File: src/rtl/sc_pkg.sv
`timescale 1ns/1ps
package sc_pkg;
    // Buffer-control register fields
    localparam int unsigned CTRL_IDX       = 0;
    localparam int unsigned AUTOLOAD_OFF_B = 0;
    localparam int unsigned LOAD_REQ_B     = 1;
    // Module-control register fields
    localparam int unsigned MODCTL_IDX     = 1;
    localparam int unsigned MOD_EN_B       = 0;
    localparam int unsigned MOD_START_B    = 1;
    localparam int unsigned LAYER_EN_LSB   = 8;

    typedef struct packed {
        logic autoload_off;
        logic load_req;
    } sc_ctrl_t;
endpackage

File: src/rtl/sc_edge_detect.sv
`timescale 1ns/1ps
module sc_edge_detect (
    input  logic clk,
    input  logic rst_n,
    input  logic level,
    output logic rise
);
    typedef struct packed {
        logic level;
    } edge_st_t;

    edge_st_t st_d, st_q;

    always_comb begin
        st_d       = st_q;
        st_d.level = level;
    end

    always_ff @(posedge clk) begin
        if (!rst_n) st_q <= '0;
        else        st_q <= st_d;
    end

    assign rise = level & ~st_q.level;

    // a level held high yields one pulse only
    p_single_pulse_r6: assert property (@(posedge clk) disable iff (!rst_n)
        rise |=> !rise);
endmodule

File: src/rtl/sc_ctrl.sv
`timescale 1ns/1ps
module sc_ctrl
    import sc_pkg::*;
(
    input  logic     clk,
    input  logic     rst_n,
    input  logic     ctrl_wr,
    input  logic     wr_autoload_off,
    input  logic     wr_load,
    input  logic     blank_rise,
    output logic     copy,
    output sc_ctrl_t ctrl
);
    sc_ctrl_t ctrl_d, ctrl_q;
    logic     copy_d;

    always_comb begin
        ctrl_d = ctrl_q;
        copy_d = blank_rise & (~ctrl_q.autoload_off | ctrl_q.load_req);
        // a request set in the copy cycle survives to the next blank
        ctrl_d.load_req = (ctrl_q.load_req & ~copy_d) | (ctrl_wr & wr_load);
        if (ctrl_wr) ctrl_d.autoload_off = wr_autoload_off;
    end

    always_ff @(posedge clk) begin
        if (!rst_n) ctrl_q <= '0;
        else        ctrl_q <= ctrl_d;
    end

    assign copy = copy_d;
    assign ctrl = ctrl_q;

    // pending request survives until a blank edge
    p_pending_holds_r10: assert property (@(posedge clk) disable iff (!rst_n)
        ctrl_q.load_req && !blank_rise |=> ctrl_q.load_req);
    // blank edge clears the request unless re-armed
    p_load_clears_r5: assert property (@(posedge clk) disable iff (!rst_n)
        ctrl_q.load_req && blank_rise && !(ctrl_wr && wr_load) |=> !ctrl_q.load_req);
    // request written on the edge is held over
    p_req_held_r7: assert property (@(posedge clk) disable iff (!rst_n)
        ctrl_wr && wr_load |=> ctrl_q.load_req);
endmodule

File: src/rtl/sc_bank.sv
`timescale 1ns/1ps
module sc_bank #(
    parameter int unsigned NUM_REGS = 8,
    parameter int unsigned DATA_W   = 32,
    localparam int unsigned IDX_W   = $clog2(NUM_REGS)
) (
    input  logic                               clk,
    input  logic                               rst_n,
    input  logic                               wr_en,
    input  logic [IDX_W-1:0]                   wr_idx,
    input  logic [DATA_W-1:0]                  wdata,
    input  logic                               copy,
    output logic [NUM_REGS-1:0][DATA_W-1:0]    shadow,
    output logic [NUM_REGS-1:0][DATA_W-1:0]    active
);
    typedef struct packed {
        logic [NUM_REGS-1:0][DATA_W-1:0] shadow;
        logic [NUM_REGS-1:0][DATA_W-1:0] active;
    } bank_st_t;

    bank_st_t bank_d, bank_q;

    always_comb begin
        bank_d = bank_q;
        if (copy)  bank_d.active = bank_q.shadow;
        if (wr_en) bank_d.shadow[wr_idx] = wdata;
    end

    always_ff @(posedge clk) begin
        if (!rst_n) bank_q <= '0;
        else        bank_q <= bank_d;
    end

    assign shadow = bank_q.shadow;
    assign active = bank_q.active;

    // write lands in the shadow copy
    p_shadow_takes_write_r2: assert property (@(posedge clk) disable iff (!rst_n)
        wr_en |=> bank_q.shadow[$past(wr_idx)] == $past(wdata));
    // active copy frozen without a copy strobe
    p_active_frozen_r4: assert property (@(posedge clk) disable iff (!rst_n)
        !copy |=> $stable(bank_q.active));
    // copy takes the pre-write shadow
    p_copy_takes_shadow_r3: assert property (@(posedge clk) disable iff (!rst_n)
        copy |=> bank_q.active == $past(bank_q.shadow));
endmodule

File: src/rtl/shadow_commit_regs.sv
`timescale 1ns/1ps
module shadow_commit_regs
    import sc_pkg::*;
#(
    parameter int unsigned NUM_REGS   = 8,
    parameter int unsigned DATA_W     = 32,
    parameter int unsigned ADDR_W     = 15,
    parameter int unsigned NUM_LAYERS = 4
) (
    input  logic                         clk,
    input  logic                         rst_n,
    input  logic                         wr_en,
    input  logic [ADDR_W-1:0]            addr,
    input  logic [DATA_W-1:0]            wdata,
    output logic [DATA_W-1:0]            rdata,
    input  logic                         vblank,
    output logic [NUM_REGS*DATA_W-1:0]   act_regs,
    output logic                         mod_enable,
    output logic                         mod_start,
    output logic [NUM_LAYERS-1:0]        layer_enable
);
    localparam int unsigned IDX_W      = $clog2(NUM_REGS);
    localparam int unsigned FULL_IDX_W = ADDR_W - 2;
    localparam logic [FULL_IDX_W-1:0] REG_LIMIT = FULL_IDX_W'(NUM_REGS);
    localparam logic [FULL_IDX_W-1:0] CTRL_SEL  = FULL_IDX_W'(CTRL_IDX);

    logic [FULL_IDX_W-1:0]             idx;
    logic                              in_range, is_ctrl;
    logic                              blank_rise, copy;
    sc_ctrl_t                          ctrl;
    logic [NUM_REGS-1:0][DATA_W-1:0]   shadow, active;

    assign idx      = addr[ADDR_W-1:2];
    assign in_range = idx < REG_LIMIT;
    assign is_ctrl  = idx == CTRL_SEL;

    sc_edge_detect u_edge (
        .clk   (clk),
        .rst_n (rst_n),
        .level (vblank),
        .rise  (blank_rise)
    );

    sc_ctrl u_ctrl (
        .clk             (clk),
        .rst_n           (rst_n),
        .ctrl_wr         (wr_en & is_ctrl),
        .wr_autoload_off (wdata[AUTOLOAD_OFF_B]),
        .wr_load         (wdata[LOAD_REQ_B]),
        .blank_rise      (blank_rise),
        .copy            (copy),
        .ctrl            (ctrl)
    );

    sc_bank #(.NUM_REGS(NUM_REGS), .DATA_W(DATA_W)) u_bank (
        .clk    (clk),
        .rst_n  (rst_n),
        .wr_en  (wr_en & in_range & ~is_ctrl),
        .wr_idx (idx[IDX_W-1:0]),
        .wdata  (wdata),
        .copy   (copy),
        .shadow (shadow),
        .active (active)
    );

    always_comb begin
        rdata = '0;
        if (is_ctrl) begin
            rdata[AUTOLOAD_OFF_B] = ctrl.autoload_off;
            rdata[LOAD_REQ_B]     = ctrl.load_req;
        end else if (in_range) begin
            rdata = shadow[idx[IDX_W-1:0]];
        end
    end

    assign act_regs   = active;
    assign mod_enable = active[MODCTL_IDX][MOD_EN_B];
    assign mod_start  = active[MODCTL_IDX][MOD_START_B];

    for (genvar g = 0; g < NUM_LAYERS; g++) begin : g_layer
        assign layer_enable[g] = active[MODCTL_IDX][LAYER_EN_LSB+g];
    end

    // with autoload off and nothing pending, a blank edge does not move the active bank
    p_no_copy_when_off_r4: assert property (@(posedge clk) disable iff (!rst_n)
        blank_rise && ctrl.autoload_off && !ctrl.load_req |=> $stable(act_regs));
    // with autoload on, a blank edge copies the shadow bank
    p_autoload_copies_r3: assert property (@(posedge clk) disable iff (!rst_n)
        blank_rise && !ctrl.autoload_off |=> act_regs == $past(shadow));
endmodule

File: config.mk
export PLATFORM = sky130hd
export DESIGN_NAME = shadow_commit_regs
export DESIGN_NICKNAME = d
export VERILOG_FILES = /design/src/rtl/sc_pkg.sv /design/src/rtl/sc_edge_detect.sv /design/src/rtl/sc_ctrl.sv /design/src/rtl/sc_bank.sv /design/src/rtl/shadow_commit_regs.sv
export SDC_FILE = /design/constraint.sdc
export NUM_CORES = 1
export LEC_CHECK = 0
export ABC_AREA = 1
export BUFFER_PORTS_ARGS = -buffer_cell sky130_fd_sc_hd__buf_4
export CAP_MARGIN = 5
export CORE_MARGIN = 3
export CORE_UTILIZATION = 30
export CTS_CLUSTER_SIZE = 14
export DETAILED_ROUTE_END_ITERATION = 10
export GPL_TIMING_DRIVEN = 1
export PLACE_DENSITY_LB_ADDON = 0.05
export SYNTH_ARGS = -nofsm -noshare
export SYNTH_HDL_FRONTEND = slang
export SYNTH_SLANG_ARGS = --single-unit
File: constraint.sdc
create_clock -name clk -period 2.75 [get_ports clk]
set_input_delay 0.6875 -clock clk [delete_from_list [all_inputs] [get_ports clk]]
set_output_delay 0.6875 -clock clk [all_outputs]
set_load 0.005 [all_outputs]
-- Word level (Yosys, flattened, before mapping)
Index checks and enable logic that the tools add are counted.
- register bits after elaboration: 515
- input port bits: 51
- output and inout bits: 294
- logic and storage cells: 45
- order comparisons: 3
- muxes and demuxes: 8
- bitwise gates (word level): 13
- reduce and logical (&&, ||, !) cells: 2
- operators by type and width (cell ; count):
    256-bit bitwise mux ; 1
    32-bit binary-select mux with 3-bit select ; 1
    32-bit demux with 3-bit select ; 1
    32-bit 2-to-1 mux ; 3
    30-bit 2-to-1 mux ; 1
    13-bit logical NOT ; 1
    13-bit by 4-bit less-than comparator with 1-bit output (second input constant) ; 1
    1-bit AND ; 7
    3-bit by 4-bit less-than comparator with 1-bit output (second input constant) ; 1
    1-bit NOT ; 4
    3-bit by 1-bit greater-or-equal comparator with 1-bit output (second input constant) ; 1
    2-bit 2-to-1 mux ; 1
    1-bit bitwise OR ; 2
    1-bit logical AND ; 1

-- Logic depth before layout (Yosys ltp)
Gate-level depths: netlist (run 1).
- depth in word-level cells: 6
- gate-level depth with buffers: 11
- gate-level depth less buffers: 8

-- Hierarchy
A second synthesis (run 1) with hierarchy kept.
- cell total of the unflattened synthesis: 3297
- area, all modules: 22161.3 um^2
- by module, submodules not included (module ; times used ; cells each ; area each (um^2) ; seq. area each (um^2)):
    sc_bank ; 1 ; 2546 ; 18839.3 ; 10249.8
    shadow_commit_regs ; 1 ; 733 ; 3195.6 ; 0.0
    sc_ctrl ; 1 ; 13 ; 88.8 ; 40.0
    sc_edge_detect ; 1 ; 5 ; 37.5 ; 20.0

-- Worst setup path after synthesis (run 1)
No wires, ideal clock.
- path kind: input to output
- start: input port addr[2]
- end: output port rdata[14]
- data arrival time: 1.854 ns
- data required time: 2.062 ns
- slack: 0.208 ns
- stages on the path: 7
- path buffers: 2
- path through: buf_2 > inv_2 > nand2_1 > clkbuf_1 > o22ai_1 > or2_2 > nor2_1
- cells in the longest elaborated chain, start to end: 4
- elaborated cells between the ends (all ways): 6
- those cells by class: order compare (1); mux (4); reduce/logical (1)
- ends and longest elaborated chain (element ; line ; text):
    from (decl) ; shadow_commit_regs.sv:13 ; input logic [ADDR_W-1:0] addr,
    parallel branches: the longest is 3 deep, another holds 13-bit by 4-bit less-than comparator with 1-bit output ; -- ;
    30-bit 2-to-1 mux (*) ; shadow_commit_regs.sv:68 ; if (is_ctrl) begin
    to (decl) ; shadow_commit_regs.sv:15 ; output logic [DATA_W-1:0] rdata,
Every way passes the cells marked *. The select of a mux whose other input is x is not followed.

-- Worst setup path in the final report (run 1)
- start: input port addr[3]
- end: output port rdata[30]
Same word-level chain as after synthesis.

==> metrics.csv, run 1 <==
stage;metric;value;unit
floorplanning;die span in y;263;um
final_layout;fraction of the core area covered by cells at the end of the flow;0.402;
synth;Post-synth EDFFs;0;
final_layout;nets@finish;3104;
worst_setup_path;Critical-path top delay cell;clkbuf_16;
worst_setup_path;number of buffer and inverter stages on the critical path;3;
synth;distinct cell type count of the synthesized netlist;26;
worst_setup_path;WP data required;2060;ps
synth;count of state elements after synthesis;515;
placed_design;HPWL Detailed;55.3;mm
clock_tree;cell at the root of the clock tree;clkbuf_16;
floorplanning;Core Region;64900;um^2
hold_path;number of cells on the worst hold path;3;
global_routing;first-pass GRT wire length;112;mm
timing;Hold Violations, Final;0;
global_routing;All-Layer GR Usage;0.212;
clock_tree;quantity of hold-fixing buffers added after cts;0;
power_and_ir_drop;sw power;0.00420;W
power_and_ir_drop;sequential share of power;0.453;
route;router iterations before antenna repair;5;
synth;synthesized netlist net count;2788;
synth;most instantiated library cell after synthesis;nor2_1;
route;total routed wirelength;77.2;mm
floorplanning;total I/O pin count;345;
power_and_ir_drop;fraction of power consumed by combinational cells;0.082;
timing;setup TNS;0;ps
worst_setup_path;Largest stage delay, worst path;200;ps
worst_setup_path;crit path capture type;primary output;
power_and_ir_drop;fraction of power consumed by the clock network;0.465;
route;wire length per cell;19.5;um
placed_design;Setup WS pre-CTS;-115;ps
placed_design;Port Buf Inserts;342;
synth;number of instances in the synthesized netlist;2737;
run;number of max-cap violations;0;
timing;setup repair after global routing missed its margin;yes;
timing;portion of the clock cycle consumed by the worst path in the final layout;0.992;
worst_setup_path;CP top delay family;simple AND/OR/NAND/NOR gates;
placed_design;gp weighted congestion;0.875;
floorplanning;Placement Rows;93;
global_routing;largest net degree at the start of global routing;85;
clock_tree;Num CTS Buffers;59;
worst_setup_path;worst r2r path cells;6;
final_layout;Inserted Diodes;0;
synth;most instantiated cells after synthesis;nor2_1 (578), nand2_1 (519), dfxtp_1 (515);
route;number of vias per cell after detailed routing;4.62;
worst_setup_path;start-to-end type of the worst setup path;input port to primary output;
synth;cell taking the most area after synthesis;dfxtp_1;
worst_setup_path;CP Depth;9;
timing;final setup violation count;0;
floorplanning;width of the chip;263;um
floorplanning;DIE AREA;69300;um^2
synth;fraction of synthesized cell area taken by the top area cell type;0.519;
clock_tree;TritonCTS clock tree;yes;
route;count of unresolved DRC violations after routing;0;
timing;worst rel slew slack;0.724;
worst_setup_path;maximum net fanout on the critical path;9;
power_and_ir_drop;worst IR drop on VDD;0.432;mV
outcome;result of the run;finished clean;
floorplanning;initial core utilization;0.306;
timing;actual slew at the worst max-slew pin;415;ps
final_layout;area added between synthesis and finish;31.6;%
worst_setup_path;startpoint class of the critical path;input port;
route;number of design-rule violations left by the first detailed-router iteration;1237;
route;vias after detailed routing;18300;
power_and_ir_drop;total leakage power;12.8;nW
timing;skew final;25.2;ps
global_routing;number of antenna violations at the first check in global routing;2;
clock_tree;H-tree lvl count;2;
clock_tree;CTS sink cnt;515;
synth;fraction of synthesis flops using an asynchronous set or reset pin;0;
power_and_ir_drop;cell internal power dissipation;0.0131;W
route;Antenna Violating Nets Remaining;0;
hold_path;Hold/Removal Path Class;input port to flop;
clock_tree;clock latency on the worst-skew pair;620;ps
synth;Post-Synthesis Cell Area;19800;um^2
synth;primary flip-flop cell chosen by synthesis mapping;dfxtp_1;
timing;Slew Limit Fails;0;
final_layout;fraction of final layout cells sized beyond drive strength 1;0.196;
global_routing;GRT Residual Overflow;0;
clock_tree;clock buffer depth;3;
timing;min Tclk post-route;2730;ps
global_routing;number of global-route vias before repair;17400;
synth;register area share after synthesis;0.519;
timing;Max Clock Freq;367;MHz
timing;Worst Slack Setup Final;23.0;ps
synth;syn_area_per_cell;7.25;um^2
synth;dominant cells by area after synthesis;dfxtp_1 (52%), nor2_1 (11%), nand2_1 (9.8%);
power_and_ir_drop;PD cells;664;nW/um^2
worst_setup_path;ordered list of cells on the worst path;buf_4 > nor2_2 > nand2_4 > clkbuf_16 > o22ai_2 > nor2_1 > nand2_1 > nor2_1 > buf_4;
clock_tree;clock-pin transition on the worst setup and hold timing paths;60;ps
worst_setup_path;Arr. time, crit path;2040;ps
power_and_ir_drop;Net Sw Frac;0.242;
synth;count of warnings emitted by yosys;0;
==> state kept, by name, summed over array words and instances, names as in the netlist <==
| name | cells |
|---|---|
| u_bank.active | 256 |
| u_bank.shadow | 256 |
| u_ctrl.ctrl | 2 |
| u_edge.st_q | 1 |
==> layer usage <==
| metal | wire length [um] | track usage |
|---|---|---|
| met4 | 1670 | 0.0541 |
| met3 | 4230 | 0.0418 |
| met1 | 30600 | 0.240 |
| met5 | 29 | 0 |
| met2 | 40600 | 0.403 |
==> placed cells by master, fill, tap and decap left out, drive strengths merged <==
cell      instances
clkinvlp          3
clkbuf           97
nand3            28
nor2            581
bufinv            2
a21boi            1
buf             438
nor3              6
clkinv            9
a22oi            35
o21ai           265
a21oi           249
inv             274
dfxtp           515
nand4            11
o22ai            52
nand2           519
or2              15
==> power by group through the flow <==
stage               sequential [W]  combinational [W]  clock, W
detailed placement         0.00801            0.00142         0
global placement           0.00801            0.00141         0
global route               0.00787            0.00157   0.00855
CTS                        0.00785            0.00143   0.00828
finish                     0.00785            0.00143   0.00805
floorplan                  0.00799           0.000576         0
==> through the flow <==
stage               total power, W  std cells  instance area [um^2]  hold WS, ps
floorplan                  0.00857       2737                 19800          404
global placement           0.00943       3842                 23800          410
detailed placement         0.00943       3842                 23800          413
CTS                         0.0176       3951                 25900          225
global route                0.0180       3955                 26100          250
finish                      0.0173       3955                 26100          274
==> cell families after synthesis <==
logic type             after synthesis  share of synthesized area
AOI/OAI and AO/OA                  602                      0.160
and+or+nand+nor                   1160                      0.230
DFF                                515                      0.519
buffers and inverters              460                     0.0912
==> repair_timing <==
action / in CTS / in global routing
pin swaps: 1 / 6
setup endpoints to repair: 16 / 24
buffers inserted: 1 / 1
gates cloned: 0 / 3
resized for setup: 6 / 46
==> worst min-delay path, cell delays in order <==
cell	delay, ps
buf_4	80
nand2_1	40
inv_1	40
==> final timing paths <==
kind | startpoint | to | slack, ps
worst max-delay path | addr[3] | rdata[30] | 20
worst min-delay path | vblank | u_edge.st_q | 270
worst max register to register | u_edge.st_q | u_bank.active[50] | 1230
worst min register to register | u_bank.shadow[1] | u_bank.shadow[1] | 420
==> cell type report <==
type / instances / area (um^2)
multi-input cells: 1762 / 7920
well taps: 855 / 1070
repair buffers: 441 / 3780
fillers: 6716 / 38800
inverters: 274 / 1040
clock buffers: 94 / 1870
clock inverters: 14 / 128
flip-flops and latches: 515 / 10300
(Power assumes the default switching activity.)
==> run 2: changes to the inputs <==
--- a/config.mk
+++ b/config.mk
@@ -16,4 +16,5 @@
 export PLACE_DENSITY_LB_ADDON = 0.05
 export SYNTH_ARGS = -nofsm -noshare
 export SYNTH_HDL_FRONTEND = slang
+export SYNTH_HIERARCHICAL = 1
 export SYNTH_SLANG_ARGS = --single-unit
==> metrics.csv, run 2 <==
stage;metric;value;unit;change
route;number of design-rule violations left by the first detailed-router iteration;2422;;+96%
floorplanning;width of the chip;278;um;+5.5%
timing;worst rel slew slack;0.330;;-0.393
final_layout;most common cell after layout, fill and taps aside;nor2_1;;
power_and_ir_drop;total leakage power;12.9;nW;+1.2%
global_routing;global-route track usage on met3;0.0510;;+0.00923
timing;min Tclk post-route;2790;ps;+65.7 ps
synth;primary flip-flop cell chosen by synthesis mapping;dfxtp_1;;
floorplanning;die span in y;278;um;+5.5%
worst_setup_path;crit path capture type;primary output;;
synth;cell taking the most area after synthesis;dfxtp_1;;
timing;setup repair after global routing missed its margin;yes;;
global_routing;All-Layer GR Usage;0.258;;+0.0461
worst_setup_path;most common cell type on the critical path;buf_4;;
synth;count of state elements after synthesis;515;;unchanged
clock_tree;quantity of hold-fixing buffers added after cts;0;;unchanged
timing;skew final;22.1;ps;-3.12 ps
worst_setup_path;setup slack on the worst flop-to-flop path;650;ps;-580 ps
global_routing;first-pass GRT wire length;148;mm;+33%
clock_tree;CTS sink cnt;515;;unchanged
route;wire length per cell;22.4;um;+15%
worst_setup_path;start-to-end type of the worst setup path;input port to primary output;;
clock_tree;TritonCTS clock tree;yes;;
synth;fraction of synthesized cell area taken by the top area cell type;0.465;;-0.0542
worst_setup_path;ordered list of cells on the worst path;buf_12 > inv_6 > buf_6 > buf_4 > nand2_1 > nand3_1 > a21oi_1 > nor2_1 > buf_4 > buf_4;;
floorplanning;DIE AREA;77200;um^2;+11%
clock_tree;clock buffer depth;3;;unchanged
clock_tree;clock-pin transition on the worst setup and hold timing paths;60;ps;about the same
final_layout;nets@finish;3644;;+17%
global_routing;routing usage on met1;0.365;;+0.125
final_layout;area added between synthesis and finish;30.6;%;
synth;register area share after synthesis;0.465;;-0.0542
final_layout;commonest cells after routing, fill and taps aside;nor2_1 (1082), nand2_1 (519), dfxtp_1 (515);;
synth;distinct cell type count of the synthesized netlist;23;;-12%
synth;Post-synth EDFFs;0;;unchanged
placed_design;gp weighted congestion;0.930;;+6.3%
route;total routed wirelength;103;mm;+34%
worst_setup_path;WP data required;2060;ps;about the same
synth;most instantiated library cell after synthesis;nor2_1;;
floorplanning;initial core utilization;0.303;;-0.00245
timing;Slew Limit Fails;0;;unchanged
hold_path;Hold/Removal Path Class;input port to flop;;
route;number of vias per cell after detailed routing;4.89;;+5.7%
clock_tree;clock latency on the worst-skew pair;630;ps;about the same
timing;actual slew at the worst max-slew pin;1000;ps;+589 ps
power_and_ir_drop;total power after layout;0.0181;W;+4.7%
synth;dominant cells by area after synthesis;dfxtp_1 (47%), nor2_1 (19%), nand2_1 (9.2%);;
synth;syn_area_per_cell;6.72;um^2;-7.3%
synth;count of warnings emitted by yosys;6;;+6
timing;final setup violation count;9;;+9
global_routing;largest net degree at the start of global routing;134;;+58%
route;router iterations before antenna repair;6;;+1
global_routing;GRT Residual Overflow;0;;unchanged
worst_setup_path;Largest stage delay, worst path;240;ps;+40 ps
worst_setup_path;startpoint class of the critical path;input port;;
floorplanning;total I/O pin count;345;;unchanged
outcome;violated checks;negative setup slack;;
placed_design;HPWL Detailed;70.5;mm;+28%
synth;most instantiated cells after synthesis;nor2_1 (1109), nand2_1 (541), dfxtp_1 (515);;
timing;setup TNS;-131;ps;-131 ps
worst_setup_path;Critical-path top delay cell;buf_6;;
synth;number of instances in the synthesized netlist;3297;;+20%
global_routing;met2 global-route usage;0.396;;-0.00721
placed_design;Port Buf Inserts;342;;unchanged
synth;Post-Synthesis Cell Area;22200;um^2;+12%
global_routing;number of global-route vias before repair;21300;;+23%
worst_setup_path;CP top delay family;buffers and inverters;;
synth;synthesized netlist net count;3348;;+20%
timing;Max Clock Freq;358;MHz;-2.4%
clock_tree;cell at the root of the clock tree;clkbuf_16;;
route;Antenna Violating Nets Remaining;0;;unchanged
power_and_ir_drop;PD cells;627;nW/um^2;-5.5%
power_and_ir_drop;worst IR drop on VDD;0.503;mV;+16%
outcome;result of the run;finished with violations;;
clock_tree;H-tree lvl count;2;;unchanged
timing;portion of the clock cycle consumed by the worst path in the final layout;1.02;;+0.0239
route;count of unresolved DRC violations after routing;0;;unchanged
timing;Worst Slack Setup Final;-42.7;ps;-65.7 ps
floorplanning;Placement Rows;99;;+6.5%
worst_setup_path;number of buffer and inverter stages on the critical path;6;;+3
run;number of max-cap violations;0;;unchanged
global_routing;number of antenna violations at the first check in global routing;5;;+3
final_layout;fraction of final layout cells sized beyond drive strength 1;0.196;;about the same
synth;fraction of synthesis flops using an asynchronous set or reset pin;0;;unchanged
global_routing;busiest layer in global routing;met2;;
worst_setup_path;Arr. time, crit path;2110;ps;+70 ps
clock_tree;Num CTS Buffers;58;;-1.7%
floorplanning;Core Region;73100;um^2;+13%
timing;Hold Violations, Final;0;;unchanged
worst_setup_path;maximum net fanout on the critical path;20;;+11
route;vias after detailed routing;22500;;+23%
final_layout;fraction of the core area covered by cells at the end of the flow;0.396;;-0.00617
==> run 2: logic make-up after synthesis <==
group,synth area share
flops,0.465
compound gates,0.0679
buf+inv,0.0876
simple gates,0.379
==> run 2: layout make-up <==
class	instances	area, um^2
Antenna cell	1	2.50
Clock buffer	87	1750
Clock inverter	16	233
Fill cell	7776	44100
Inverter	180	691
Multi-Input combinational cell	2363	10300
Sequential cell	515	10300
Tap cell	959	1200
Timing Repair Buffer	475	4400
==> run 2: stage by stage <==
step,cell area (um^2),worst slack (ps),hold slack (ps),cells
finish,28900,-42.7,270,4596
global route,28900,-67.2,268,4595
CTS,28500,-36.5,240,4592
detailed placement,26200,-188,485,4483
global placement,26200,-185,472,4483
floorplan,22200,200,458,3297
==> run 2: repair_timing <==
action / CTS / global route
gates cloned: 5 / 3
buffers inserted: 1 / 0
hold endpoints to repair: 0 / 0
pin swaps: 2 / 17
gates resized for setup: 57 / 100
setup endpoints to repair: 32 / 32
==> run 2: power by group <==
part	internal, W	switching, W
registers	0.00769	0.000145
logic	0.000778	0.00132
clock network	0.00492	0.00328
==> run 2: path summary, 6_finish.rpt <==
kind	startpoint	to	depth (start not counted)
min	vblank	u_edge/st_q	3
min reg2reg	u_bank/active[174]	u_bank/active[174]	2
max	addr[2]	rdata[7]	10
max reg2reg	u_edge/st_q	u_bank/active[54]	7
==> run 2: metal layers <==
| layer | vias to the layer above | wire, um |
|---|---|---|
| li1 | 10800 | - |
| met1 | 10600 | 46800 |
| met2 | 878 | 45100 |
| met3 | 133 | 8210 |
| met4 | 0 | 3080 |
| met5 | - | 0 |
==> run 2: tightest hold or removal path, delay by kind of cell <==
kind | cells | cell delay (ps)
simple gates | 1 | 40
buf+inv | 2 | 120
